File: src/rtl/twin_timer_pkg.sv
package twin_timer_pkg;
  localparam int REGS_PER_TIMER = 6;
  localparam int OFF_W = 3;

  localparam logic [OFF_W-1:0] OFF_COUNT  = 3'd0;
  localparam logic [OFF_W-1:0] OFF_RELOAD = 3'd1;
  localparam logic [OFF_W-1:0] OFF_BGLOAD = 3'd2;
  localparam logic [OFF_W-1:0] OFF_CTRL   = 3'd3;
  localparam logic [OFF_W-1:0] OFF_RAW    = 3'd4;
  localparam logic [OFF_W-1:0] OFF_MASKED = 3'd5;

  typedef struct packed {
    logic irq_en;
    logic one_shot;
    logic enable;
  } ctrl_t;
endpackage

File: src/rtl/twin_timer_decode.sv
module twin_timer_decode
  import twin_timer_pkg::*;
#(
  parameter int NUM_TIMERS = 2,
  parameter int ADDR_W     = 4,
  parameter int DATA_W     = 32
) (
  input  logic [ADDR_W-1:0]                  addr_i,
  input  logic                               wr_en_i,
  input  logic [NUM_TIMERS-1:0][DATA_W-1:0]  words_i,
  output logic [NUM_TIMERS-1:0]              wr_o,
  output logic [NUM_TIMERS-1:0][OFF_W-1:0]   off_o,
  output logic [DATA_W-1:0]                  rdata_o
);
  logic [NUM_TIMERS-1:0] hit;

  for (genvar i = 0; i < NUM_TIMERS; i++) begin : g_win
    localparam int BASE = i * REGS_PER_TIMER;
    assign hit[i] = (int'(addr_i) >= BASE) && (int'(addr_i) < BASE + REGS_PER_TIMER);
    assign off_o[i] = OFF_W'(addr_i - ADDR_W'(BASE));
    assign wr_o[i]  = wr_en_i && hit[i];
  end

  always_comb begin
    rdata_o = '0;
    for (int i = 0; i < NUM_TIMERS; i++) begin
      if (hit[i]) rdata_o = words_i[i];
    end
  end

  always_comb begin
    assert ($onehot0(wr_o)) else $error("AST_ONE_WINDOW");
  end
endmodule

File: src/rtl/twin_timer_unit.sv
module twin_timer_unit
  import twin_timer_pkg::*;
#(
  parameter int DATA_W = 32
) (
  input  logic              clk,
  input  logic              rst_n,
  input  logic              tick_i,
  input  logic              wr_i,
  input  logic [OFF_W-1:0]  off_i,
  input  logic [DATA_W-1:0] wdata_i,
  output logic [DATA_W-1:0] word_o,
  output logic              irq_o
);
  logic [DATA_W-1:0] count_q, reload_q, bgload_q;
  ctrl_t             ctrl_q;
  logic              raw_q;

  logic wr_ctrl, wr_reload, wr_bg, wr_raw;
  logic run, step, tick_exp, load_exp, clear_req;

  assign wr_ctrl   = wr_i && (off_i == OFF_CTRL);
  assign wr_reload = wr_i && (off_i == OFF_RELOAD);
  assign wr_bg     = wr_i && (off_i == OFF_BGLOAD);
  assign wr_raw    = wr_i && (off_i == OFF_RAW);

  // A count step happens only if no write overrides the counter this cycle
  assign run       = ctrl_q.enable && tick_i && (count_q != '0);
  assign step      = run && !wr_ctrl && !(wr_reload && ctrl_q.enable);
  assign tick_exp  = step && (count_q == DATA_W'(1));
  assign load_exp  = (wr_ctrl && wdata_i[0] && (reload_q == '0)) ||
                     (wr_reload && ctrl_q.enable && (wdata_i == '0));
  assign clear_req = wr_raw && wdata_i[0];

  always_ff @(posedge clk) begin
    if (!rst_n) begin
      count_q  <= '0;
      reload_q <= '0;
      bgload_q <= '0;
      ctrl_q   <= '0;
      raw_q    <= 1'b0;
    end else begin
      if (wr_ctrl) begin
        ctrl_q <= ctrl_t'(wdata_i[2:0]);
        if (wdata_i[0]) count_q <= reload_q;
      end else if (wr_reload && ctrl_q.enable) begin
        count_q <= wdata_i;
      end else if (step) begin
        if (tick_exp) count_q <= ctrl_q.one_shot ? '0 : reload_q;
        else          count_q <= count_q - DATA_W'(1);
      end

      if (wr_reload) reload_q <= wdata_i;
      if (wr_bg) begin
        bgload_q <= wdata_i;
        reload_q <= wdata_i;
      end

      if (tick_exp || load_exp) raw_q <= 1'b1;
      else if (clear_req)       raw_q <= 1'b0;
    end
  end

  assign irq_o = raw_q && ctrl_q.irq_en;

  always_comb begin
    unique case (off_i)
      OFF_COUNT:  word_o = count_q;
      OFF_RELOAD: word_o = reload_q;
      OFF_BGLOAD: word_o = bgload_q;
      OFF_CTRL:   word_o = DATA_W'(ctrl_q);
      OFF_RAW:    word_o = DATA_W'(raw_q);
      OFF_MASKED: word_o = DATA_W'(irq_o);
      default:    word_o = '0;
    endcase
  end

  AST_STICKY_RAW: assert property (@(posedge clk) disable iff (!rst_n)
    raw_q && !clear_req |=> raw_q);
  AST_CLEAR_RAW: assert property (@(posedge clk) disable iff (!rst_n)
    clear_req && !tick_exp && !load_exp |=> !raw_q);
  AST_RO_COUNT: assert property (@(posedge clk) disable iff (!rst_n)
    wr_i && (off_i == OFF_COUNT) && !tick_i |=> $stable(count_q));
  AST_BG_NO_RESTART: assert property (@(posedge clk) disable iff (!rst_n)
    wr_bg && !tick_i |=> $stable(count_q));
  AST_ONESHOT_HOLD: assert property (@(posedge clk) disable iff (!rst_n)
    ctrl_q.one_shot && (count_q == '0) && !wr_i |=> (count_q == '0));
  AST_HOLD_NO_TICK: assert property (@(posedge clk) disable iff (!rst_n)
    !tick_i && !wr_i |=> $stable(count_q));
endmodule

File: src/rtl/twin_timer.sv
module twin_timer
  import twin_timer_pkg::*;
#(
  parameter int NUM_TIMERS = 2,
  parameter int ADDR_W     = 4,
  parameter int DATA_W     = 32
) (
  input  logic                  clk,
  input  logic                  rst_n,
  input  logic                  tick_i,
  input  logic                  wr_en_i,
  input  logic [ADDR_W-1:0]     addr_i,
  input  logic [DATA_W-1:0]     wdata_i,
  output logic [DATA_W-1:0]     rdata_o,
  output logic [NUM_TIMERS-1:0] irq_o
);
  logic [NUM_TIMERS-1:0]             wr;
  logic [NUM_TIMERS-1:0][OFF_W-1:0]  off;
  logic [NUM_TIMERS-1:0][DATA_W-1:0] words;

  twin_timer_decode #(
    .NUM_TIMERS(NUM_TIMERS), .ADDR_W(ADDR_W), .DATA_W(DATA_W)
  ) decode_i (
    .addr_i(addr_i), .wr_en_i(wr_en_i), .words_i(words),
    .wr_o(wr), .off_o(off), .rdata_o(rdata_o)
  );

  for (genvar i = 0; i < NUM_TIMERS; i++) begin : g_tmr
    twin_timer_unit #(.DATA_W(DATA_W)) unit_i (
      .clk(clk), .rst_n(rst_n), .tick_i(tick_i),
      .wr_i(wr[i]), .off_i(off[i]), .wdata_i(wdata_i),
      .word_o(words[i]), .irq_o(irq_o[i])
    );
  end

  AST_IRQ_LOW_AFTER_RESET: assert property (@(posedge clk)
    !rst_n |=> (irq_o == '0));
endmodule

File: config.mk
export PLATFORM = sky130hd
export DESIGN_NAME = twin_timer
export DESIGN_NICKNAME = d
export VERILOG_FILES = /design/src/rtl/twin_timer_pkg.sv /design/src/rtl/twin_timer_decode.sv /design/src/rtl/twin_timer_unit.sv /design/src/rtl/twin_timer.sv
export SDC_FILE = /design/constraint.sdc
export NUM_CORES = 1
export LEC_CHECK = 0
export BUFFER_PORTS_ARGS = -buffer_cell sky130_fd_sc_hd__buf_4
export CORE_UTILIZATION = 49
export CTS_CLUSTER_DIAMETER = 100
export CTS_CLUSTER_SIZE = 10
export DETAILED_ROUTE_END_ITERATION = 8
export PLACE_DENSITY = 0.67
export SLEW_MARGIN = 40
export SYNTH_ARGS = -nofsm -noshare
export SYNTH_HDL_FRONTEND = slang
export SYNTH_SLANG_ARGS = --single-unit
File: constraint.sdc
create_clock -name clk -period 4.1 [get_ports clk]
set_input_delay 0.82 -clock clk [delete_from_list [all_inputs] [get_ports clk]]
set_output_delay 0.82 -clock clk [all_outputs]
set_load 0.02 [all_outputs]
==> results of run 1 <==
## power by group
part / internal (mW) / switching (mW)
clock: 0.797 / 0.838
combinational: 0.278 / 0.462
sequential: 1.98 / 0.0522
## metal layers
layer | share of wire, % | vias to the layer above | GRT usage, %
met5 | 0 | - | 0
met2 | 43 | 803 | 56.0
met1 | 42 | 6126 | 50.8
met3 | 10 | 140 | 7.19
li1 | - | 5946 | -
met4 | 3.9 | 0 | 16.8
## cell usage after synthesis, types with 7 or more instances
master / number
nand2_1: 331
a21oi_1: 270
dfxtp_1: 200
nor2_1: 113
clkbuf_1: 103
mux2i_1: 66
o21ai_0: 59
nor4_1: 41
o22ai_1: 39
o211ai_1: 31
nor3_1: 30
nand3_1: 29
xnor2_1: 26
a221oi_1: 17
xor2_1: 17
a211oi_1: 16
inv_1: 16
buf_1: 15
or3_1: 15
a31oi_1: 14
nand4_1: 12
a22oi_1: 11
and3_1: 11
and4_1: 9
ha_1: 9
o31ai_1: 7
o41ai_1: 7
or2_2: 7
or4_1: 7
## through the flow
step / area (um^2) / setup slack (ps) / hold slack (ps) / utilization (%) / power [mW]
CTS: 13400 / 562 / 456 / 56.4 / 4.39
global placement: 12800 / 582 / 439 / 54.0 / 2.78
detailed placement: 12800 / 565 / 446 / 54.1 / 2.79
global route: 13400 / 310 / 473 / 56.4 / 4.54
floorplan: 12000 / 639 / 433 / - / 2.54
finish: 13400 / 465 / 456 / 56.4 / 4.40
## area by class of cell
cell class	count	area [um^2]
flip-flops and latches	200	4000
clock inverters	12	110
well taps	319	399
inverters	17	68.8
clock buffers	19	433
repair buffers	122	941
multi-input cells	1285	7410
fillers	2322	10300
## cell families (layout without fill, tap and decap cells)
logic type / Yosys count / after routing / synth area share, %
adder cells (fa/ha/maj): 9 / 9 / 0.941
multiplexers: 71 / 71 / 6.46
XOR/XNOR: 43 / 43 / 3.15
buffers and inverters: 151 / 170 / 5.22
AO/OA/AOI/OAI: 516 / 516 / 25.9
flip-flops: 200 / 200 / 33.4
AND/OR/NAND/NOR: 646 / 646 / 24.9
## worst register-to-register path, stage by stage (launching register included)
cell     delay, ps
dfxtp_1        420
or4_4          590
or4_4          540
nor4_4         360
nand2_1        140
a21oi_2        500
buf_4          300
a21oi_1         60
o221a_2        270
## flip-flops by register name, summed over array words and instances (netlist names)
name                   cells
g_tmr.unit_i.bgload_q     64
g_tmr.unit_i.count_q      64
g_tmr.unit_i.ctrl_q        6
g_tmr.unit_i.raw_q         2
g_tmr.unit_i.reload_q     64
## final timing paths
kind	startpoint	to	cells after the start
setup / recovery	addr_i[2]	rdata_o[13]	8
hold / removal	g_tmr[0].unit_i.bgload_q[22]	g_tmr[0].unit_i.bgload_q[22]	2
setup reg to reg	g_tmr[1].unit_i.count_q[22]	g_tmr[1].unit_i.count_q[27]	8
hold reg to reg	g_tmr[0].unit_i.bgload_q[22]	g_tmr[0].unit_i.bgload_q[22]	2
==> flow_summary.toml, run 1 <==
[route]
via_per_inst = 6.59
total_vias_in_the_final_route = 13000
antenna_left = 0
firstDrtPassIters = 8
remaining_drc_errors = 0
routed_wl_um = 45900
drt_first_iter_violations = 1645
drt-wirelength-per-cell_um = 23.2

[setup_path]
worst_path_max_delay_cell = "o22ai_1"
crit_path_start_kind = "primary input"
worst-endpoint-arrival_ps = 2810
ff2ff_setup_slack_ps = 820
setup.worst_path.end_class = "output pin"
required_ps = 3280
worstPathBufferInverterCount = 2
crit_family = "simple AND/OR/NAND/NOR gates"
critical_path.most_common_cell = "buf_4"
timing.critical_path.cells = "buf_4 > ha_1 > nor2b_1 > o31ai_1 > nor2_1 > nand2_1 > o22ai_1 > buf_4"
worst-path-max-fanout = 14
critical_path.max_stage_delay_ps = 490
path_class = "in2out"

[global_routing]
grt_remaining_overflow = 0
first_global_vias = 11900
grt_max_degree = 84
grtUsageTotal_pct = 37.0
grt_first_pass_wirelength_um = 70100
initial_antenna_violation_count = 0

[layout]
layout_common_cells = "nand2_1 (331), a21oi_1 (270), dfxtp_1 (200)"
ratio_of_cells_with_drive_above_1_in_the_final_layout_pct = 12.0
insertedDiodeCount = 0
syn2layout_area_growth_pct = 11.6
layout.cells.most_common = "nand2_1"
finalNetCount = 1692
instances_no_fill = 1974

[yosys]
asyncSetResetFlopFracSynth_pct = 0
synth_top_cell_by_area = "dfxtp_1"
synth.top_cells.by_area = "dfxtp_1 (33%), a21oi_1 (11%), nand2_1 (10%), mux2i_1 (5.5%), nor2_1 (3.5%)"
yosysTopAreaCellShare_pct = 33.4
synth_enable_flop_cells = 0
synth_seq_cells = 200
synthesis.area_per_instance_um2 = 7.32
summed_instance_area_of_the_synthesized_netlist_um2 = 12000
ys_types = 80
synthCells = 1636
ys.warnings.count = 0
synth.yosys.seq_area_share_pct = 33.4
ys_dominant_reg_cell = "dfxtp_1"
postSynthNetCount = 1685

[placed_design]
placedCellCount = 1943
placement.io_buffers = 73
dp.final_hpwl_um = 31100
gpl.final_weighted_congestion = 0.934

[floorplanning]
num_io_pins = 74
die_area_um2 = 25100
initial_core_util_pct = 50.5
std_cell_rows = 56
core-area_um2 = 23700
floorplan.die.width_um = 158
floorplan_die_height_um = 158

[clock_tree]
cts.repair_timing.setup_buffer_count = 0
tritoncts.num_buffers = 17
cts.sinks = 200
postCtsResizedCells = 0
cts_root_buffer = "clkbuf_16"
worst_skew_pair_later_pin_latency_ps = 450
htree_num_levels = 4
clock_tree_from_tritoncts = "yes"
postCtsHoldBufs = 0
cts.reportedPaths.clkPinSlew_ps = 70
cts_buffer_depth = 2

[sta]
fin_crit_share_pct = 88.7
max_slew.worst_pin.slew_ps = 786
final_max_slew_viol_count = 0
setup_violations = 0
rsz0062_at_grt = "false"
maxClockFrequency_ghz = 0.275
hold_viol_final = 0
accumulated_negative_setup_slack_ps = 0
period_needed_ps = 3630
timing.clock.skew_ps = 14.3
relSlewSlack_pct = 47.6

[min_path]
timing.hold.worst.class = "reg2reg"

[outcome]
result_of_the_run = "finished, final reports clean"

[pwr]
p_leak_nw = 4.95
pwr_density_cell_nw_per_um2 = 329
ir_drop_mv = 0.175

[job]
drv.max_cap_violation_count = 0
Power figures use the tool's default switching activity.
==> run 2: changes to the inputs <==
--- a/config.mk
+++ b/config.mk
@@ -10,7 +10,7 @@
 export CTS_CLUSTER_DIAMETER = 100
 export CTS_CLUSTER_SIZE = 10
 export DETAILED_ROUTE_END_ITERATION = 8
-export PLACE_DENSITY = 0.67
+export PLACE_DENSITY = 0.69
 export SLEW_MARGIN = 40
 export SYNTH_ARGS = -nofsm -noshare
 export SYNTH_HDL_FRONTEND = slang
==> run 2 against run 1 <==
Compared with the run above:
- register-to-register slack worse by 210 ps
- cell count hardly changed
- wire length is 1.0% lower
- sequential share of layout area hardly changed
- critical path depth is 1 lower
- setup slack worse by 17 ps
- clock skew is 3.1 ps higher
==> flow_summary.toml, run 2 (synthesis results as in run 1) <==
[layout]
largest_registers = "g_tmr.unit_i.bgload_q x64, g_tmr.unit_i.count_q x64, g_tmr.unit_i.reload_q x64"
insertedDiodeCount = 0
layout_common_cells = "nand2_1 (331), a21oi_1 (270), dfxtp_1 (200)"
syn2layout_area_growth_pct = 11.8
area_used_by_multi_input_combinational_logic_um2 = 7400
seqCellArea_um2 = 4000
ratio_of_cells_with_drive_above_1_in_the_final_layout_pct = 12.0
layout.filler_cells = 2305
finalNetCount = 1690
layout.cells.most_common = "nand2_1"

[global_routing]
grt_first_pass_wirelength_um = 69700
grtUsageTotal_pct = 36.7
first_global_vias = 11500
initial_antenna_violation_count = 0
grt_max_degree = 81
grt_remaining_overflow = 0

[clock_tree]
cts_buffer_depth = 2
clock_tree_from_tritoncts = "yes"
htree_num_levels = 4
postCtsHoldBufs = 0
cts.repair_timing.setup_buffer_count = 0
worst_skew_pair_later_pin_latency_ps = 450
cts.sinks = 200
tritoncts.num_buffers = 17
cts_root_buffer = "clkbuf_16"
cts.reportedPaths.clkPinSlew_ps = 80
postCtsResizedCells = 0

[floorplanning]
core-area_um2 = 23700
num_io_pins = 74
die_area_um2 = 25100
std_cell_rows = 56
floorplan_die_height_um = 158
initial_core_util_pct = 50.5
floorplan.die.width_um = 158

[setup_path]
worst-path-max-fanout = 18
reg2reg_to = "g_tmr[0].unit_i.count_q[26]"
required_ps = 3280
worst-endpoint-arrival_ps = 2830
r2r_start = "g_tmr[0].unit_i.count_q[12]"
worstSetupStartpoint = "addr_i[1]"
endpoint = "rdata_o[17]"
path_class = "in2out"
rr_worst_depth = 7
ff2ff_setup_slack_ps = 610
setup.worst_path.end_class = "output pin"
crit_path_start_kind = "primary input"

[pwr]
switching_share_pct = 31.0
power_report.internal_total_mw = 3.08
p_leak_nw = 4.97
clock_power_share_pct = 38.0
ir_drop_mv = 0.206
p_seq_share_pct = 45.4
power.net_switching_mw = 1.39
pwr_density_cell_nw_per_um2 = 334
comb_power_share_pct = 16.6

[sta]
accumulated_negative_setup_slack_ps = 0
maxClockFrequency_ghz = 0.274
rsz0062_at_grt = "false"
holdWs_ps = 455
hold_viol_final = 0
period_needed_ps = 3650
setup_violations = 0
relSlewSlack_pct = 47.9
final_max_slew_viol_count = 0
timing.clock.skew_ps = 17.4
fin_crit_share_pct = 89.1
max_slew.worst_pin.slew_ps = 780

[placed_design]
dp.final_hpwl_um = 30900
placement.io_buffers = 73
gpl.final_weighted_congestion = 0.987

[route]
routed_wl_um = 45400
drt_first_iter_violations = 1822
drt-wirelength-per-cell_um = 23.0
remaining_drc_errors = 0
firstDrtPassIters = 7
total_vias_in_the_final_route = 12900
via_per_inst = 6.55
antenna_left = 0

[outcome]
result_of_the_run = "finished, final reports clean"

[min_path]
hold-path-cell-count = 2
timing.hold.worst.class = "reg2reg"

[job]
drv.max_cap_violation_count = 0
## run 2: cell count changes in the layout (fill, tap and decap cells not counted), sizes merged
cell	change
clkinv	-4
buf	-2
clkbuf	+1
inv	+4
## run 2: worst min-delay path by stage
stage | to | from | slack (ps)
3_3_place_gp | g_tmr[0].unit_i.bgload_q[1] | g_tmr[0].unit_i.bgload_q[1] | 440
5_1_grt | g_tmr[1].unit_i.bgload_q[3] | g_tmr[1].unit_i.bgload_q[3] | 470
6_report | g_tmr[0].unit_i.bgload_q[11] | g_tmr[0].unit_i.bgload_q[11] | 450
4_1_cts | g_tmr[0].unit_i.bgload_q[1] | g_tmr[0].unit_i.bgload_q[1] | 460
2_1_floorplan | g_tmr[0].unit_i.bgload_q[1] | g_tmr[0].unit_i.bgload_q[1] | 430
3_5_place_dp | g_tmr[1].unit_i.bgload_q[27] | g_tmr[1].unit_i.bgload_q[27] | 450
## run 2: per-stage QoR
| stage | total power [mW] | utilization [%] | cell area [um^2] | cells | setup WS, ps |
|---|---|---|---|---|---|
| 6_report | 4.47 | 56.5 | 13400 | 1973 | 448 |
| 5_1_grt | 4.61 | 56.5 | 13400 | 1973 | 346 |
| 4_1_cts | 4.45 | 56.5 | 13400 | 1973 | 496 |
| 3_5_place_dp | 2.79 | 54.0 | 12800 | 1941 | 495 |
| 3_3_place_gp | 2.78 | 54.0 | 12800 | 1941 | 580 |
| 2_1_floorplan | 2.54 | - | 12000 | 1636 | 639 |
## run 2: layout make-up
class	instances	share of cell area (%)
Multi-Input combinational cell	1285	55.3
Tap cell	319	2.98
Clock buffer	20	3.34
Sequential cell	200	29.9
Timing Repair Buffer	120	7.01
Clock inverter	12	0.916
Inverter	17	0.514
## run 2: layer usage
layer	part of all wire, %	global-route usage (%)
met1	42	52.6
met2	43	54.7
met3	11	4.90
met4	4.1	15.4
met5	0	0
## run 2: critical path, cell delays in order
cell     delay (ps)
buf_4           200
ha_1            210
nor2b_1         180
or4_1           700
buf_4           320
o22ai_1         200
buf_4           190
## run 2: power groups by stage
stage	registers (mW)	logic [mW]	clock network (mW)
floorplan	2.05	0.491	0
global placement	2.07	0.712	0
detailed placement	2.07	0.715	0
CTS	2.03	0.720	1.70
global route	2.03	0.794	1.78
finish	2.03	0.740	1.70
